--- config.mk ---
export PLATFORM = sky130hd
export DESIGN_NAME = sync_serial_port
export DESIGN_NICKNAME = d
export VERILOG_FILES = /design/src/rtl/ssp_pkg.sv /design/src/rtl/ssp_timebase.sv /design/src/rtl/ssp_tx.sv /design/src/rtl/ssp_rx.sv /design/src/rtl/sync_serial_port.sv
export SDC_FILE = /design/constraint.sdc
export NUM_CORES = 1
export LEC_CHECK = 0
export BUFFER_PORTS_ARGS = -buffer_cell sky130_fd_sc_hd__buf_2
export CAP_MARGIN = 40
export CORE_MARGIN = 3
export CORE_UTILIZATION = 30
export CTS_CLUSTER_SIZE = 14
export DETAILED_ROUTE_END_ITERATION = 10
export GPL_TIMING_DRIVEN = 0
export PLACE_DENSITY = 0.52
export SLEW_MARGIN = 40
export SYNTH_ARGS = -nofsm -noshare
export SYNTH_HDL_FRONTEND = slang
export SYNTH_SLANG_ARGS = --single-unit
--- constraint.sdc ---
create_clock -name clk_i -period 4.58 [get_ports clk_i]
set_input_delay 1.145 -clock clk_i [delete_from_list [all_inputs] [get_ports clk_i]]
set_output_delay 1.145 -clock clk_i [all_outputs]
set_load 0.02 [all_outputs]
--- src/rtl/ssp_pkg.sv ---
package ssp_pkg;
  localparam int unsigned SSP_MC_CLKS = 12;
  localparam int unsigned SSP_DATA_W  = 8;
endpackage

--- src/rtl/ssp_timebase.sv ---
module ssp_timebase #(
  parameter int unsigned MC_CLKS = ssp_pkg::SSP_MC_CLKS
) (
  input  logic clk_i,
  input  logic rst_ni,
  output logic mc_end_o,
  output logic smp_o,
  output logic low_o
);
  localparam int unsigned PW   = $clog2(MC_CLKS);
  localparam int unsigned HALF = MC_CLKS / 2;

  logic [PW-1:0] ph_q;

  always_ff @(posedge clk_i or negedge rst_ni) begin
    if (!rst_ni)                        ph_q <= '0;
    else if (ph_q == PW'(MC_CLKS - 1))  ph_q <= '0;
    else                                ph_q <= ph_q + 1'b1;
  end

  assign mc_end_o = (ph_q == PW'(MC_CLKS - 1));
  assign smp_o    = (ph_q == PW'(HALF - 1));  // clock edge where sclk rises
  assign low_o    = (ph_q < PW'(HALF));

  p_phase_range_r4: assert property (@(posedge clk_i) disable iff (!rst_ni)
    ph_q < PW'(MC_CLKS));
endmodule

--- src/rtl/ssp_tx.sv ---
module ssp_tx #(
  parameter int unsigned W = ssp_pkg::SSP_DATA_W
) (
  input  logic         clk_i,
  input  logic         rst_ni,
  input  logic         mc_end_i,
  input  logic         load_i,
  input  logic [W-1:0] data_i,
  input  logic         clr_i,
  output logic         busy_o,
  output logic         send_o,
  output logic         bit_o,
  output logic         done_o
);
  logic [W:0] sh_q;   // top bit is the end marker
  logic       pend_q, send_q, done_q;
  logic       last;

  assign last = send_q && (sh_q[W:1] == W'(1));

  always_ff @(posedge clk_i or negedge rst_ni) begin
    if (!rst_ni) begin
      sh_q   <= '0;
      pend_q <= 1'b0;
      send_q <= 1'b0;
      done_q <= 1'b0;
    end else begin
      if (load_i) begin
        sh_q   <= {1'b1, data_i};
        pend_q <= 1'b1;
      end
      if (mc_end_i && pend_q) begin
        send_q <= 1'b1;
        pend_q <= 1'b0;
      end
      if (mc_end_i && send_q) begin
        sh_q <= {1'b0, sh_q[W:1]};
        if (last) send_q <= 1'b0;
      end
      if (mc_end_i && last) done_q <= 1'b1;
      else if (clr_i)       done_q <= 1'b0;
    end
  end

  assign busy_o = pend_q | send_q;
  assign send_o = send_q;
  assign bit_o  = sh_q[0];
  assign done_o = done_q;

  p_marker_live_r2: assert property (@(posedge clk_i) disable iff (!rst_ni)
    send_q |-> (sh_q != '0));
  p_start_on_mc_r3: assert property (@(posedge clk_i) disable iff (!rst_ni)
    $rose(send_q) |-> $past(mc_end_i));
  p_load_when_idle_r6: assert property (@(posedge clk_i) disable iff (!rst_ni)
    load_i |-> (!send_q && !pend_q));
  p_tx_done_sticky_r5: assert property (@(posedge clk_i) disable iff (!rst_ni)
    (done_q && !clr_i) |=> done_q);
endmodule

--- src/rtl/ssp_rx.sv ---
module ssp_rx #(
  parameter int unsigned W = ssp_pkg::SSP_DATA_W
) (
  input  logic         clk_i,
  input  logic         rst_ni,
  input  logic         mc_end_i,
  input  logic         smp_i,
  input  logic         en_i,
  input  logic         blocked_i,
  input  logic         clr_i,
  input  logic         pin_i,
  output logic         busy_o,
  output logic         recv_o,
  output logic         done_o,
  output logic         valid_o,
  output logic [W-1:0] data_o
);
  localparam logic [W-1:0] SENT = {1'b0, {(W-1){1'b1}}};

  logic [W-1:0] sh_q;
  logic         arm_q, recv_q, done_q, bit_q;
  logic         start_ok;

  assign start_ok = en_i && !done_q && !recv_q && !blocked_i;
  assign data_o   = {bit_q, sh_q[W-1:1]};
  assign valid_o  = mc_end_i && recv_q && !sh_q[0];

  always_ff @(posedge clk_i or negedge rst_ni) begin
    if (!rst_ni) begin
      sh_q   <= '1;
      arm_q  <= 1'b0;
      recv_q <= 1'b0;
      done_q <= 1'b0;
      bit_q  <= 1'b1;
    end else begin
      arm_q <= start_ok;
      if (mc_end_i && arm_q && start_ok) begin
        recv_q <= 1'b1;
        sh_q   <= SENT;
      end
      if (smp_i && recv_q) bit_q <= pin_i;
      if (mc_end_i && recv_q) begin
        sh_q <= data_o;
        if (!sh_q[0]) recv_q <= 1'b0;  // sentinel reached the end
      end
      if (valid_o)    done_q <= 1'b1;
      else if (clr_i) done_q <= 1'b0;
    end
  end

  assign busy_o = arm_q | recv_q;
  assign recv_o = recv_q;
  assign done_o = done_q;

  p_rx_preload_r8: assert property (@(posedge clk_i) disable iff (!rst_ni)
    $rose(recv_q) |-> (sh_q == SENT));
  p_rx_start_gate_r7: assert property (@(posedge clk_i) disable iff (!rst_ni)
    $rose(recv_q) |-> ($past(en_i) && !$past(done_q)));
  p_rx_done_sticky_r5: assert property (@(posedge clk_i) disable iff (!rst_ni)
    (done_q && !clr_i) |=> done_q);
endmodule

--- src/rtl/sync_serial_port.sv ---
module sync_serial_port #(
  parameter int unsigned MC_CLKS = ssp_pkg::SSP_MC_CLKS,
  parameter int unsigned W       = ssp_pkg::SSP_DATA_W
) (
  input  logic         clk_i,
  input  logic         rst_ni,
  input  logic         wr_i,
  input  logic [W-1:0] wdata_i,
  output logic [W-1:0] rd_data_o,
  input  logic         rx_en_i,
  input  logic         clr_tx_done_i,
  input  logic         clr_rx_done_i,
  output logic         tx_done_o,
  output logic         rx_done_o,
  output logic         sdata_o,
  output logic         sdata_oe_o,
  input  logic         sdata_i,
  output logic         sclk_o
);
  logic         mc_end, smp, low;
  logic         tx_busy, tx_send, tx_bit;
  logic         rx_busy, rx_recv, rx_valid;
  logic [W-1:0] rx_data, buf_q;
  logic         wr_ok;

  assign wr_ok = wr_i && !tx_busy && !rx_busy;

  ssp_timebase #(.MC_CLKS(MC_CLKS)) u_tb (
    .clk_i(clk_i), .rst_ni(rst_ni),
    .mc_end_o(mc_end), .smp_o(smp), .low_o(low));

  ssp_tx #(.W(W)) u_tx (
    .clk_i(clk_i), .rst_ni(rst_ni), .mc_end_i(mc_end),
    .load_i(wr_ok), .data_i(wdata_i), .clr_i(clr_tx_done_i),
    .busy_o(tx_busy), .send_o(tx_send), .bit_o(tx_bit), .done_o(tx_done_o));

  ssp_rx #(.W(W)) u_rx (
    .clk_i(clk_i), .rst_ni(rst_ni), .mc_end_i(mc_end), .smp_i(smp),
    .en_i(rx_en_i), .blocked_i(tx_busy), .clr_i(clr_rx_done_i),
    .pin_i(sdata_i), .busy_o(rx_busy), .recv_o(rx_recv),
    .done_o(rx_done_o), .valid_o(rx_valid), .data_o(rx_data));

  always_ff @(posedge clk_i or negedge rst_ni) begin
    if (!rst_ni)       buf_q <= '0;
    else if (wr_ok)    buf_q <= wdata_i;
    else if (rx_valid) buf_q <= rx_data;
  end

  assign rd_data_o  = buf_q;
  assign sdata_o    = tx_bit;
  assign sdata_oe_o = tx_send;
  assign sclk_o     = !(low && (tx_send || rx_recv));

  p_half_duplex_r9: assert property (@(posedge clk_i) disable iff (!rst_ni)
    !(tx_send && rx_recv));
  p_idle_clk_high_r9: assert property (@(posedge clk_i) disable iff (!rst_ni)
    (!tx_busy && !rx_busy) |-> sclk_o);
  p_rx_pin_released_r8: assert property (@(posedge clk_i) disable iff (!rst_ni)
    rx_recv |-> !sdata_oe_o);
endmodule

# Word level (Yosys, flattened, before mapping)
# Cells that the tools add are included.
[word_totals]
register_bits = 36
wordCells = 65
[op_classes]
addsub = 1
magnitude_cmp = 1
n_eq_ne = 3
muxes = 19
bitwise = 2
n_reduce_logical = 28
[op_table]
columns = ["op", "count"]
rows = [
  ["two-way mux 8 bit", 4],
  ["two-way mux 9 bit", 2],
  ["logical AND 1 bit", 15],
  ["two-way mux 1 bit", 12],
  ["nonzero test 2 bit", 6],
  ["== test 8 x 1 -> 1 bit (second input constant)", 1],
  ["zero test 1 bit", 6],
  ["adder 4 x 1 -> 4 bit (second input constant)", 1],
  ["== test 4 x 3 -> 1 bit (second input constant)", 1],
  ["== test 4 bit (second input constant)", 1],
  ["less-than comparator 4 x 3 -> 1 bit (second input constant)", 1],
  ["two-way mux 4 bit", 1],
  ["bitwise OR 1 bit", 2],
  ["logical OR 1 bit", 1],
]

# Longest topological paths before layout
[logic_depth]
word_depth = 8
ltp_mapped = 6

# Modules after synthesis
# A second synthesis with hierarchy kept.
[hier_totals]
hier_cells = 170
area_unflattened_um2 = 1928.1
[modules_own_cells]
columns = ["module", "instances", "cells_each", "area_each_um2"]
rows = [
  ["ssp_rx", 1, 70, 689.4],
  ["ssp_tx", 1, 52, 578.1],
  ["sync_serial_port", 1, 29, 444.2],
  ["ssp_timebase", 1, 19, 216.5],
]

# Least setup slack after synthesis
# Ideal clock, no wire load.
[synth_path]
path_kind = "flip-flop to output port"
startpoint = "reg u_rx.recv_q, in the netlist u_rx.recv_o"
endpoint = "out sclk_o"
arrival_ns = 1.100
t_required_ns = 3.435
slack_ns = 2.335
path_stages_with_launch = 5
path_cell_list = "dfrtp_1 -> buf_6 -> clkbuf_1 -> nor2_1 -> a211o_1"
[synth_between]
elab_chain_len = 3
[synth_rtl]
columns = ["element", "line_no", "source"]
rows = [
  ["start, declared", "ssp_rx.sv:21", "logic arm_q, recv_q, done_q, bit_q;"],
  ["start signal, assigned", "ssp_rx.sv:32", "recv_q <= 1'b0;"],
  ["start signal, assigned", "ssp_rx.sv:38", "recv_q <= 1'b1;"],
  ["start signal, assigned", "ssp_rx.sv:44", "if (!sh_q[0]) recv_q <= 1'b0;"],
  ["logical OR 1 bit", "sync_serial_port.sv:52", "assign sclk_o = !(low && (tx_send || rx_recv));"],
  ["logical AND 1 bit", "sync_serial_port.sv:52", ""],
  ["zero test 1 bit", "sync_serial_port.sv:52", ""],
  ["end, declared", "sync_serial_port.sv:18", "output logic sclk_o"],
]
# Every way passes these cells.

# Worst setup path after layout
# Ends and elaborated chain as after synthesis.

==> run metrics <==
Worst Hold Path EP=u_tb.ph_q[0]; largest net degree at the start of global routing=37; Worst Setup Start Kind=flip-flop; grt ovf=0; register area share after synthesis=0.520; EDFF count, synth=0; Power Total=620 uW; CTS tree=built; Detailed Route WL=4.29 mm; Sw Pwr=153 uW; Total GRT Usage=0.140; Reg-to-Reg End=u_tx.sh_q[2]; Hold Crit Depth=1; Post-Syn Nets=182; Initial Util=0.314; synth unique cells=36; H-tree Lvls=2; CTS buffer count=5; clock network fraction of total power=0.384; diode count=0; vias in the first global route=1410; Peak supply drop=0.126 mV; Starting DRT DRC Count=63; Synth Warn #=0; Vias=1391; Sequential Area=912 sq um; status=complete, no violations; post-CTS sizing=0; actual slew at the worst max-slew pin=0.582 ns; Period minus WS final=2.75 ns; dpl hpwl=3.11 mm; pwr/cell area=299 nW/um^2; wire per inst=15.8 microns; core box area=5570 sq um; I/O Pins=28; multi-input logic area=761 sq um; Hold Crit Start=u_tb.ph_q[0]; Final #Nets=216; Core Rows=27; Peak Freq=364 MHz; Clock transition at path regs=0.07 ns; RSZ-0062 raised after global routing=no; Post-synth ARST share=1.00; Setup Skew=0.00758 ns; Reg2Reg Depth=5; layout cells sized above 1=0.270; logic gate share of total power=0.068; Vias/cell=5.11; clock tree buffer depth=2; first-pass GRT wire length=7.12 mm; initial antenna violation count=0; clk_lat worst skew=0.29 ns; Filler Cell Count=570; CP arrival=1.60 ns; Post-CTS Hold Buffers=0; number of max-cap violations=0; Synth Register Bits=36; Worst R2R Setup Slack=2.81 ns; Final ANT Viol Nets=0; switching part of the total=0.247; Gate Count Post-Synth=165; Worst EP required=3.43 ns; Cell Area, Synth=1750 sq um; Layout area overhead=18.3%; Final Cycle Share=0.600; crit path kind=flip-flop to output port; CP Max Fanout=10; number of max-slew violations in the final report=0; Post-route DRC=0; Reg power frac=0.548; Pre-antenna DRT Iters=4; # Post-CTS Setup Buffers=0; CP Capture Type=output port; setup_tns=0 ns; clk sinks=36; prevailing post-synth register cell=dfrtp_1; Root Buffer=clkbuf_8; die area=6800 sq um; worst min path class=flip-flop to flip-flop; RePlAce Congestion=0.777; Die Wd=82.4 microns; buffers added on ports=27; Static Leak=0.876 nW; die height=82.4 microns; syn avg cell area=10.6 sq um; RR Startpoint=u_tb.ph_q[0]; Final setup viols=0; P_int=467 uW; Rel. slew slack=0.612; Hold Vio Cnt, Final=0
routing by layer:
layer,share of wire,up-vias,global-route usage
li1,-,686,-
met1,0.47,670,0.185
met2,0.46,31,0.216
met3,0.056,4,0.0477
met4,0.010,0,0.0399
met5,0,-,0
synthesized netlist by cell type, drive strengths merged (3+ instances only):
cell type  instances  area share
and2               7       0.025
nor2              12       0.035
dfrtp             27        0.39
nor3               8       0.023
a31oi              8       0.029
nand4b            10       0.050
inv                4      0.0086
dfstp              9        0.13
clkbuf             5       0.011
nor2b              3       0.011
o21ai             10       0.029
a221o              8       0.046
buf                6       0.024
a21oi             11       0.031
nand2              5       0.011
o22ai              8       0.029
registers in the layout (all words and copies together) (netlist names):
name and cells:
u_tx.pend_q 1, u_rx.bit_q 1, u_rx.arm_q 1, u_tx.send_o 1, u_tb.ph_q 4, u_rx.recv_o 1, u_tx.sh_q 9, rd_data_o 8
u_rx.done_o 1, u_tx.done_o 1, u_rx.sh_q 8
cells by family (layout without fill, tap and decap cells):
group,Yosys count,in the layout,share of synthesized area
buffers and inverters,16,51,0.0457
adders and majority gates,2,2,0.0143
AOI/OAI and AO/OA,49,49,0.181
muxes,2,2,0.0128
and+or+nand+nor,59,59,0.221
xor gates and xnor gates,1,1,0.00500
DFF,36,36,0.520
metrics by stage:
stage | util | cell area (sq um) | setup slack [ns] | hold WS, ns | cells
after floorplan | - | 1750 | 2.34 | 0.460 | 165
after global placement | 0.355 | 1980 | 2.13 | 0.491 | 264
after detailed placement | 0.355 | 1980 | 2.13 | 0.492 | 264
after CTS | 0.372 | 2070 | 1.81 | 0.501 | 272
after global routing | 0.372 | 2070 | 1.69 | 0.528 | 272
final | 0.372 | 2070 | 1.83 | 0.498 | 272
worst max-delay path by stage:
| stage | from | endpoint | slack (ns) |
|---|---|---|---|
| CTS | u_rx.recv_o | sclk_o | 1.81 |
| detailed placement | u_rx.recv_o | sclk_o | 2.13 |
| finish | u_rx.recv_o | sclk_o | 1.83 |
| global route | u_rx.recv_o | sclk_o | 1.69 |
| global placement | u_rx.recv_o | sclk_o | 2.13 |
| floorplan | u_rx.recv_o | sclk_o | 2.34 |
power groups by stage:
stage               combinational (mW)  clock (mW)  sequential [mW]
floorplan                       0.0129           0            0.350
global placement                0.0420           0            0.346
detailed placement              0.0431           0            0.346
CTS                             0.0431       0.245            0.340
global route                    0.0463       0.260            0.342
finish                          0.0421       0.238            0.340
cells in the final DEF (no fill, tap or decap), drive strengths merged, types with 2 or more instances in the layout:
cell and instances:
buf 33, dfrtp 27, nor2 12, a21oi 11
clkbuf 11, o21ai 10, nand4b 10, dfstp 9
nor3 8, a31oi 8, a221o 8, o22ai 8
and2 7, nand2 5, inv 4, nor2b 3
clkinv 3, mux2 2, nor4b 2, a211o 2
nand2b 2, and3 2, ha 2, nor4 2
cell type report:
| cell class | count | area share |
|---|---|---|
| buffer | 11 | 0.0296 |
| clock buffer | 6 | 0.0398 |
| clock inverter | 2 | 0.00483 |
| inverter | 5 | 0.00905 |
| multi-input combinational | 113 | 0.367 |
| sequential | 36 | 0.440 |
| tap | 72 | 0.0435 |
| timing repair buffer | 27 | 0.0664 |
worst max-delay path, cell delays in order (launching register included):
cell	delay, ns
dfrtp_1	0.34
buf_6	0.13
clkbuf_1	0.33
nor2_1	0.08
a211o_1	0.28
buf_2	0.16
Note: power is estimated with default switching activity, not from simulation.
